**src/rtl/twi_pkg.sv**
```systemverilog
package twi_pkg;

  typedef enum logic [2:0] {
    S_IDLE, S_RX, S_RXD, S_ACK, S_TX, S_MACK, S_WSTOP
  } twi_state_t;

  typedef enum logic [1:0] {
    P_DEV, P_AHI, P_ALO, P_WDAT
  } twi_phase_t;

  localparam logic [3:0] ID_ARRAY = 4'b1010;
  localparam logic [3:0] ID_CTRL  = 4'b1101;
  localparam logic [2:0] DEV_SEL  = 3'b111;

  // identity compare on bits [7:1]
  function automatic logic twi_id_hit(input logic [7:0] b);
    return ((b[7:4] == ID_ARRAY) || (b[7:4] == ID_CTRL)) && (b[3:1] == DEV_SEL);
  endfunction

  // 1 selects the control/clock space
  function automatic logic twi_id_tgt(input logic [7:0] b);
    return b[7:4] == ID_CTRL;
  endfunction

  // reads after an address phase must keep the same target
  function automatic logic twi_dev_accept(input logic [7:0] b, input logic pend_v,
                                          input logic pend_tgt);
    return twi_id_hit(b) && !(b[0] && pend_v && (twi_id_tgt(b) != pend_tgt));
  endfunction

  function automatic twi_phase_t twi_next_phase(input twi_phase_t p);
    case (p)
      P_DEV:   return P_AHI;
      P_AHI:   return P_ALO;
      default: return P_WDAT;
    endcase
  endfunction

endpackage

```
**src/rtl/twi_line_sync.sv**
```systemverilog
module twi_line_sync #(
  parameter int STAGES = 2
) (
  input  logic clk,
  input  logic rst_n,
  input  logic scl_i,
  input  logic sda_i,
  output logic sda_s,
  output logic scl_rise,
  output logic scl_fall,
  output logic start_evt,
  output logic stop_evt
);
  logic [STAGES-1:0] scl_pipe;
  logic [STAGES-1:0] sda_pipe;
  logic scl_s, scl_q, sda_q;

  genvar g;
  for (g = 0; g < STAGES; g++) begin : g_stage
    if (g == 0) begin : g_first
      always_ff @(posedge clk or negedge rst_n) begin
        if (!rst_n) begin
          scl_pipe[0] <= 1'b1;
          sda_pipe[0] <= 1'b1;
        end else begin
          scl_pipe[0] <= scl_i;
          sda_pipe[0] <= sda_i;
        end
      end
    end else begin : g_next
      always_ff @(posedge clk or negedge rst_n) begin
        if (!rst_n) begin
          scl_pipe[g] <= 1'b1;
          sda_pipe[g] <= 1'b1;
        end else begin
          scl_pipe[g] <= scl_pipe[g-1];
          sda_pipe[g] <= sda_pipe[g-1];
        end
      end
    end
  end

  assign scl_s = scl_pipe[STAGES-1];
  assign sda_s = sda_pipe[STAGES-1];

  always_ff @(posedge clk or negedge rst_n) begin
    if (!rst_n) begin
      scl_q <= 1'b1;
      sda_q <= 1'b1;
    end else begin
      scl_q <= scl_s;
      sda_q <= sda_s;
    end
  end

  assign scl_rise  = scl_s & ~scl_q;
  assign scl_fall  = ~scl_s & scl_q;
  assign start_evt = scl_s & scl_q & sda_q & ~sda_s;
  assign stop_evt  = scl_s & scl_q & ~sda_q & sda_s;
endmodule

```
**src/rtl/twi_addr_ctr.sv**
```systemverilog
module twi_addr_ctr #(
  parameter int AW = 16
) (
  input  logic          clk,
  input  logic          rst_n,
  input  logic          load,
  input  logic [AW-1:0] load_val,
  input  logic          inc,
  output logic [AW-1:0] q
);
  always_ff @(posedge clk or negedge rst_n) begin
    if (!rst_n)    q <= '0;
    else if (load) q <= load_val;
    else if (inc)  q <= q + AW'(1);
  end
endmodule

```
**src/rtl/twi_byte_shift.sv**
```systemverilog
module twi_byte_shift (
  input  logic       clk,
  input  logic       rst_n,
  input  logic       load,
  input  logic [7:0] load_val,
  input  logic       shift,
  input  logic       din,
  output logic [7:0] q
);
  always_ff @(posedge clk or negedge rst_n) begin
    if (!rst_n)     q <= '0;
    else if (load)  q <= load_val;
    else if (shift) q <= {q[6:0], din};
  end
endmodule

```
**src/rtl/twi_slave_engine.sv**
```systemverilog
module twi_slave_engine
  import twi_pkg::*;
#(
  parameter int AW          = 16,
  parameter int SYNC_STAGES = 2
) (
  input  logic          clk,
  input  logic          rst_n,
  input  logic          scl_i,
  input  logic          sda_i,
  input  logic          busy_i,
  output logic          sda_drive_low_o,
  output logic [AW-1:0] rd_addr_o,
  output logic          rd_tgt_o,
  input  logic [7:0]    rd_data_i,
  output logic          wr_stb_o,
  output logic          wr_tgt_o,
  output logic [AW-1:0] wr_addr_o,
  output logic [7:0]    wr_data_o
);
  localparam logic [3:0] LAST_RX = 4'd7;
  localparam logic [3:0] LAST_TX = 4'd8;

  // internal events, named for the checker
  logic sda_s, scl_rise, scl_fall, start_evt, stop_evt;
  logic byte_done, tx_done, tx_begin;
  logic ctr_load, ctr_inc;
  logic sh_load, sh_shift, sh_din;
  logic [7:0] sh_q, rx_byte;
  logic [AW-1:0] ctr_q;

  twi_state_t st;
  twi_phase_t phase;
  logic [3:0] bitcnt;
  logic       rw_q, tgt_q, mack_q, pend_v, pend_tgt;
  logic [7:0] ahi_q;

  twi_line_sync #(.STAGES(SYNC_STAGES)) u_sync (
    .clk(clk), .rst_n(rst_n), .scl_i(scl_i), .sda_i(sda_i), .sda_s(sda_s),
    .scl_rise(scl_rise), .scl_fall(scl_fall),
    .start_evt(start_evt), .stop_evt(stop_evt)
  );

  twi_addr_ctr #(.AW(AW)) u_ctr (
    .clk(clk), .rst_n(rst_n), .load(ctr_load),
    .load_val(AW'({ahi_q, rx_byte})), .inc(ctr_inc), .q(ctr_q)
  );

  twi_byte_shift u_shift (
    .clk(clk), .rst_n(rst_n), .load(sh_load), .load_val(rd_data_i),
    .shift(sh_shift), .din(sh_din), .q(sh_q)
  );

  always_comb begin
    rx_byte   = {sh_q[6:0], sda_s};
    byte_done = !busy_i && (st == S_RX) && scl_rise && (bitcnt == LAST_RX);
    tx_done   = !busy_i && (st == S_TX) && scl_fall && (bitcnt == LAST_TX);
    tx_begin  = !busy_i && scl_fall &&
                (((st == S_ACK) && (phase == P_DEV) && rw_q) ||
                 ((st == S_MACK) && mack_q));
    ctr_load  = byte_done && (phase == P_ALO);
    ctr_inc   = (byte_done && (phase == P_WDAT)) || tx_done;
    sh_load   = tx_begin;
    sh_shift  = !busy_i && (((st == S_RX) && scl_rise) ||
                            ((st == S_TX) && scl_fall && (bitcnt != LAST_TX)));
    sh_din    = (st == S_RX) ? sda_s : 1'b0;
  end

  always_ff @(posedge clk or negedge rst_n) begin
    if (!rst_n) begin
      st              <= S_IDLE;
      phase           <= P_DEV;
      bitcnt          <= '0;
      rw_q            <= 1'b0;
      tgt_q           <= 1'b0;
      mack_q          <= 1'b0;
      pend_v          <= 1'b0;
      pend_tgt        <= 1'b0;
      ahi_q           <= '0;
      sda_drive_low_o <= 1'b0;
      wr_stb_o        <= 1'b0;
      wr_addr_o       <= '0;
      wr_data_o       <= '0;
    end else begin
      wr_stb_o <= 1'b0;
      if (busy_i) begin
        st              <= S_IDLE;
        sda_drive_low_o <= 1'b0;
        pend_v          <= 1'b0;
      end else if (stop_evt) begin
        st              <= S_IDLE;
        sda_drive_low_o <= 1'b0;
        pend_v          <= 1'b0;
      end else if (start_evt && (st != S_WSTOP)) begin
        st              <= S_RX;
        phase           <= P_DEV;
        bitcnt          <= '0;
        sda_drive_low_o <= 1'b0;
      end else begin
        case (st)
          S_RX: if (scl_rise) begin
            if (bitcnt == LAST_RX) begin
              bitcnt <= '0;
              st     <= S_RXD;
              case (phase)
                P_DEV: begin
                  if (twi_dev_accept(rx_byte, pend_v, pend_tgt)) begin
                    rw_q  <= rx_byte[0];
                    tgt_q <= twi_id_tgt(rx_byte);
                  end else begin
                    st <= S_IDLE;
                  end
                end
                P_AHI: ahi_q <= rx_byte;
                P_ALO: begin
                  pend_v   <= 1'b1;
                  pend_tgt <= tgt_q;
                end
                default: begin
                  wr_stb_o  <= 1'b1;
                  wr_addr_o <= ctr_q;
                  wr_data_o <= rx_byte;
                end
              endcase
            end else begin
              bitcnt <= bitcnt + 4'd1;
            end
          end
          S_RXD: if (scl_fall) begin
            sda_drive_low_o <= 1'b1;
            st              <= S_ACK;
          end
          S_ACK: if (scl_fall) begin
            bitcnt <= '0;
            if ((phase == P_DEV) && rw_q) begin
              sda_drive_low_o <= ~rd_data_i[7];
              st              <= S_TX;
            end else begin
              sda_drive_low_o <= 1'b0;
              phase           <= twi_next_phase(phase);
              st              <= S_RX;
            end
          end
          S_TX: begin
            if (scl_rise) begin
              bitcnt <= bitcnt + 4'd1;
            end else if (scl_fall) begin
              if (bitcnt == LAST_TX) begin
                sda_drive_low_o <= 1'b0;
                st              <= S_MACK;
              end else begin
                sda_drive_low_o <= ~sh_q[6];
              end
            end
          end
          S_MACK: begin
            if (scl_rise) begin
              mack_q <= ~sda_s;
            end else if (scl_fall) begin
              if (mack_q) begin
                sda_drive_low_o <= ~rd_data_i[7];
                bitcnt          <= '0;
                st              <= S_TX;
              end else begin
                st <= S_WSTOP;
              end
            end
          end
          default: ;
        endcase
      end
    end
  end

  assign rd_addr_o = ctr_q;
  assign rd_tgt_o  = tgt_q;
  assign wr_tgt_o  = tgt_q;
endmodule

```
**config.mk**
```make
export PLATFORM = sky130hd
export DESIGN_NAME = twi_slave_engine
export DESIGN_NICKNAME = d
export VERILOG_FILES = /design/src/rtl/twi_pkg.sv /design/src/rtl/twi_line_sync.sv /design/src/rtl/twi_addr_ctr.sv /design/src/rtl/twi_byte_shift.sv /design/src/rtl/twi_slave_engine.sv
export SDC_FILE = /design/constraint.sdc
export NUM_CORES = 1
export LEC_CHECK = 0
export BUFFER_PORTS_ARGS = -buffer_cell sky130_fd_sc_hd__buf_2
export CAP_MARGIN = 10
export CORE_MARGIN = 1
export CORE_UTILIZATION = 55
export DETAILED_ROUTE_END_ITERATION = 6
export GPL_TIMING_DRIVEN = 0
export PLACE_DENSITY_LB_ADDON = 0.12
export SLEW_MARGIN = 20
export SYNTH_ARGS = -nofsm -noshare
export SYNTH_HDL_FRONTEND = slang
export SYNTH_HIERARCHICAL = 1
export SYNTH_SLANG_ARGS = --single-unit
```
**constraint.sdc**
```tcl
create_clock -name clk -period 6.4 [get_ports clk]
set_input_delay 0.96 -clock clk [delete_from_list [all_inputs] [get_ports clk]]
set_output_delay 0.96 -clock clk [all_outputs]
set_load 0.02 [all_outputs]
```
==> flow_summary.ini, run 1 <==
[cts]
cts_max_path_buffers = 2
cts_hold_buffers = 0
htree_num_levels = 3
cts_root_buf = sky130_fd_sc_hd__clkbuf_8
postCtsSetupBuffers = 0
clk_pin_slew_worst_paths_ns = 0.09
cts_sinks = 77
tritoncts_buffers = 9
clock_tree_from_tritoncts = done
cts-resized-gates = 0
clk-insertion-delay-late_ns = 0.35

[critical_path]
critical_path_cell_list = nor2b_1, nand2_1, o41ai_2, nand4_4, nor2_2, a31oi_1, o31a_1
critical_path.reg2reg.startpoint = u_sync/scl_q
crit_required_ns = 6.65
cp-start-kind = flip-flop
worst-endpoint-arrival_ns = 3.17
cp-end-kind = flip-flop
kind_of_critical_path = reg -> reg
startpoint = u_sync/scl_q
worst_path_max_delay_cell = sky130_fd_sc_hd__o41ai_2
cpPeakStageDelay_ns = 0.75
worstPathMaxFanout = 6

[route]
detailedRoute.firstPassIterationCount = 6
route.detailed.wl_per_inst_um = 16.7
drt_wl_total_mm = 8.74
drt-vias-per-instance = 5.79
drt-initial-drc-count = 245
drt.antenna.violating_nets = 0
remaining_drc_errors = 0
route.vias.total = 3040

[grt]
maximum_number_of_pins_on_one_net_before_global_route_repair = 46
grt_first_pass_wirelength_mm = 14.4
number_of_antenna_violations_at_the_first_check_in_global_routing = 0
via_count_of_the_first_global_routing_pass = 2821
overflow = 0
globalRouteTotalUtil = 0.247

[sta]
final_min_period_ns = 2.92
worst_slew_margin_rel = 0.357
final_max_slew_viol_count = 0
max_freq_mhz = 342
totalNegativeSetupSlack_ns = 0
rsz0062_at_grt = false
period_share = 0.457
hold_viol_final = 0
post-route-worst-setup-slack_ns = 3.48
clock-skew-final_ns = 0.0101
finalSetupViolCount = 0
worstMarginPinSlew_ns = 0.959

[logic_synthesis]
synth.net_count = 372
syn-mean-instance-area_um2 = 11.3
yosysWarningCount = 6
synthesis.instances = 356
mappedNetlistArea_um2 = 4030

[placement]
placedInstanceArea_um2 = 4470
globalplace.congestion = 0.863
numPortBuffers = 56
place_ws_ns = 3.35
dp_hpwl_mm = 6.21

[floorplan]
die_w_um = 87.6
boundaryPins = 57
floorplan.die_area_um2 = 7670
fp.coreArea_um2 = 6940
floorplan.rows = 30
initial_utilization = 0.580
chipHeight_um = 87.6

[power_and_ir_drop]
p_leak_nw = 2.27
worst_ir_drop_vdd_mv = 0.154
power_per_cell_area_nw_per_um2 = 237

[layout]
final_layout_fill_cell_count = 520
register_area_um2 = 1930
cell_area_after_layout_um2 = 4670
antenna-diode-count = 0
fin_nets = 440
final_layout_size_suffix_gt1_frac = 0.336
fin_util = 0.673
area_delta_synth_final_pct = 16.0
multiInputGateArea_um2 = 1920

[run_status]
run_status = finished clean

[run]
maxCapViolations = 0

[min_path]
worstHoldStart = u_sync/sda_pipe[0]
worst_hold_path_type = reg -> reg
[worst max-delay path: cells and delay by family (launching register included)]
family           cells  cell delay [ns]
AO/OA/AOI/OAI        3             1.18
flip-flops           1             0.54
AND/OR/NAND/NOR      4             1.10
[final timing paths]
| path | endpoint | slack (ns) | cells past startpoint |
|---|---|---|---|
| worst max-delay path | u_ctr/q[15] | 3.48 | 7 |
| worst min-delay path | u_sync/sda_s | 0.36 | 0 |
| worst max register to register | u_ctr/q[15] | 3.48 | 7 |
| worst min register to register | u_sync/sda_s | 0.36 | 0 |
| max in group asynchronous | u_sync/sda_s | 5.23 | 2 |
| min in group asynchronous | wr_addr_o[1] | 0.54 | 1 |
[where the power goes]
| group | switching, W | internal (W) | leakage [nW] | total [W] |
|---|---|---|---|---|
| sequential | 0.0000171 | 0.000509 | 1.02 | 0.000526 |
| combinational | 0.000121 | 0.0000763 | 1.15 | 0.000197 |
| clock | 0.000192 | 0.000193 | 0.0951 | 0.000385 |
[layout make-up]
type,instances,area share
clock inverters,6,0.0150
repair buffers,57,0.0664
flip-flops and latches,77,0.414
inverters,13,0.0104
multi-input cells,247,0.412
plain buffers,19,0.0276
well taps,96,0.0257
clock buffers,10,0.0294
[layer usage]
layer  GRT usage  up-vias  part of all wire
met4      0.0805        0             0.014
met1       0.363     1477              0.48
met5           0        -                 0
li1            -     1424                 -
met2       0.363      128              0.45
met3      0.0556       11             0.062
[layout by cell type (no fill, tap or decap), types with 4 or more instances in the layout]
cell type                  instances
sky130_fd_sc_hd__nand3_1           9
sky130_fd_sc_hd__buf_6             5
sky130_fd_sc_hd__inv_1            13
sky130_fd_sc_hd__clkbuf_8         10
sky130_fd_sc_hd__nor2b_1           7
sky130_fd_sc_hd__nor3_1            5
sky130_fd_sc_hd__a31oi_1           7
sky130_fd_sc_hd__o21ai_0          21
sky130_fd_sc_hd__nand3b_1          5
sky130_fd_sc_hd__buf_4             5
sky130_fd_sc_hd__clkbuf_1          6
sky130_fd_sc_hd__nand2b_1          4
sky130_fd_sc_hd__buf_2            59
sky130_fd_sc_hd__mux2_4           20
sky130_fd_sc_hd__nor2_1            9
sky130_fd_sc_hd__xnor2_1           9
sky130_fd_sc_hd__o21ai_1           8
sky130_fd_sc_hd__nand4_1           5
sky130_fd_sc_hd__dfstp_2           6
sky130_fd_sc_hd__mux2i_1          10
sky130_fd_sc_hd__a21oi_1           7
sky130_fd_sc_hd__mux2_2           16
sky130_fd_sc_hd__dfrtp_1          71
sky130_fd_sc_hd__xor2_1            5
sky130_fd_sc_hd__nand2_1          39
[flip-flops by register name (all words and copies together) (netlist names), 2 cells and up]
name	flops
wr_data_o	8
u_ctr/q	16
bitcnt	4
phase	2
ahi_q	8
u_shift/q	7
wr_addr_o	16
st	3
[stage by stage]
stage	power, W	hold slack [ns]	std cells
detailed placement	0.000729	0.347	509
finish	0.00111	0.359	525
global route	0.00116	0.361	525
CTS	0.00111	0.359	525
floorplan	0.000673	0.345	356
global placement	0.000723	0.347	508
Note: power is estimated with default switching activity, not from simulation.
==> run 2: changes to the inputs <==
==> constraint.sdc (replaced) <==
create_clock -name clk -period 2.7 [get_ports clk]
set_input_delay 0.405 -clock clk [delete_from_list [all_inputs] [get_ports clk]]
set_output_delay 0.405 -clock clk [all_outputs]
set_load 0.02 [all_outputs]
==> run 2 against run 1 <==
Effect of this change: routed wire length fell by 3.6%; non-clock buffer count rose by 1; register-to-register slack got worse by 3.3 ns; global-route usage fell by 0.54 points; sequential share of layout area fell by 0.088 points; setup slack got worse by 3.3 ns; sequential power rose by 140%; clock power rose by 120%; count of clock-buffer cells in the layout rose by 1; clock skew rose by 0.0014 ns; core utilization rose by 0.14 points.
==> flow_summary.ini, run 2 (synthesis results as in run 1) <==
[critical_path]
reg2reg_to = u_ctr/q[15]
cp-start-kind = flip-flop
timing.critical_path.to = u_ctr/q[15]
setup.reg_to_reg.worst_slack_ns = 0.15
cp-end-kind = flip-flop
crit_required_ns = 2.95
worst-endpoint-arrival_ns = 2.80
worstPathMaxFanout = 6
startpoint = u_sync/scl_q
kind_of_critical_path = reg -> reg
rr_worst_depth = 7
critical_path.reg2reg.startpoint = u_sync/scl_q

[run_status]
run_status = finished clean

[layout]
area_delta_synth_final_pct = 16.3
cell_area_after_layout_um2 = 4680
antenna-diode-count = 0
mostFrequentLayoutCells = sky130_fd_sc_hd__dfrtp_1, sky130_fd_sc_hd__buf_2, sky130_fd_sc_hd__nand2_1, sky130_fd_sc_hd__o21ai_0, sky130_fd_sc_hd__mux2_4
final_layout_fill_cell_count = 548
multiInputGateArea_um2 = 1940
register_area_um2 = 1930
commonest_non_fill_non_tap_cell_in_the_layout = sky130_fd_sc_hd__dfrtp_1
final_layout_size_suffix_gt1_frac = 0.335
fin_nets = 441
registers_with_the_highest_flip_flop_counts = u_ctr/q (16), wr_addr_o (16)

[route]
drt_wl_total_mm = 8.43
drt-vias-per-instance = 5.70
route.detailed.wl_per_inst_um = 16.0
route.vias.total = 2999
drt-initial-drc-count = 243
remaining_drc_errors = 0
detailedRoute.firstPassIterationCount = 4
drt.antenna.violating_nets = 0

[sta]
whs_ns = 0.136
final_max_slew_viol_count = 0
final_min_period_ns = 2.55
clock-skew-final_ns = 0.0115
hold_viol_final = 0
worstMarginPinSlew_ns = 0.887
totalNegativeSetupSlack_ns = 0
max_freq_mhz = 393
rsz0062_at_grt = false
finalSetupViolCount = 0
period_share = 0.943
worst_slew_margin_rel = 0.405

[cts]
cts_max_path_buffers = 2
cts_sinks = 77
htree_num_levels = 3
clk-insertion-delay-late_ns = 0.36
clk_pin_slew_worst_paths_ns = 0.08
clock_tree_from_tritoncts = done
tritoncts_buffers = 9
cts_root_buf = sky130_fd_sc_hd__clkbuf_8
postCtsSetupBuffers = 0

[power_and_ir_drop]
seq_power_share = 0.482
clock_power_share = 0.334
p_leak_nw = 2.29
post-layout-total-power_w = 0.00259
worst_ir_drop_vdd_mv = 0.276
power_per_cell_area_nw_per_um2 = 553
power.switching_w = 0.000770
comb_power_share = 0.184
power_switching_share = 0.297
internal_power_w = 0.00182

[floorplan]
floorplan.die_area_um2 = 7670
initial_utilization = 0.580
boundaryPins = 57
fp.coreArea_um2 = 6940
chipHeight_um = 87.6
floorplan.rows = 30
die_w_um = 87.6

[placement]
globalplace.congestion = 0.950
placedInstanceArea_um2 = 4470
dp_hpwl_mm = 6.00
numPortBuffers = 56

[grt]
use_met1 = 0.362
maximum_number_of_pins_on_one_net_before_global_route_repair = 58
groute.layer.met2.usage = 0.343
globalRouteTotalUtil = 0.242
most_utilized_layer_in_the_global_route_result = met1
gr-usage-met3 = 0.0377
grt_first_pass_wirelength_mm = 13.9
overflow = 0
number_of_antenna_violations_at_the_first_check_in_global_routing = 0
via_count_of_the_first_global_routing_pass = 2816

[min_path]
worst_hold_path_type = in -> reg
min_delay_path_depth = 1

[run]
maxCapViolations = 0
run 2: worst min-delay path by stage:
stage / start / endpoint
after floorplan: rst_n / ahi_q[0]
after global placement: u_sync/sda_pipe[0] / u_sync/sda_s
after detailed placement: rst_n / bitcnt[0]
after CTS: sda_i / u_sync/sda_pipe[0]
after global routing: scl_i / u_sync/scl_pipe[0]
final: sda_i / u_sync/sda_pipe[0]
run 2: through the flow:
step | worst slack, ns | cells | util
final | 0.153 | 526 | 0.675
after global placement | -0.150 | 508 | 0.639
after floorplan | 0.301 | 356 | -
after CTS | 0.121 | 526 | 0.674
after global routing | 0.0273 | 526 | 0.675
after detailed placement | -0.153 | 509 | 0.643
run 2: timing repair:
action	4_1_cts	5_1_grt
pin swaps	0	1
gates resized for setup	2	1
hold endpoints to repair	14	0
setup endpoints to repair	11	5
hold buffers	1	0
run 2: power by group through the flow:
stage                     logic [W]  clock network, W  registers [W]
after floorplan            0.000335                 0        0.00126
after global placement     0.000453                 0        0.00127
after detailed placement   0.000462                 0        0.00127
after CTS                  0.000471          0.000882        0.00125
after global routing       0.000532          0.000926        0.00125
final                      0.000478          0.000865        0.00125
run 2: per-layer routing:
layer  share of wire  vias to the layer above  routed length, µm
met5               0                        -                  0
met4           0.016                        0                139
met3           0.056                        9                469
met2            0.42                      106               3580
met1            0.50                     1453               4240
li1                -                     1431                  -
run 2: layout make-up:
type                            count  share of cell area
Inverter                           13              0.0104
Multi-Input combinational cell    247               0.414
Tap cell                           96              0.0256
Timing Repair Buffer               58              0.0684
Clock buffer                       11              0.0280
Buffer                             19              0.0275
Clock inverter                      5              0.0128
Sequential cell                    77               0.413
run 2: critical path: stages, from the launching register on:
cell,delay (ns)
sky130_fd_sc_hd__dfstp_2,0.55
sky130_fd_sc_hd__nor2b_2,0.32
sky130_fd_sc_hd__nand2_1,0.18
sky130_fd_sc_hd__o41ai_4,0.52
sky130_fd_sc_hd__nand4_4,0.21
sky130_fd_sc_hd__nor2_2,0.26
sky130_fd_sc_hd__a31oi_1,0.12
sky130_fd_sc_hd__o31a_1,0.27
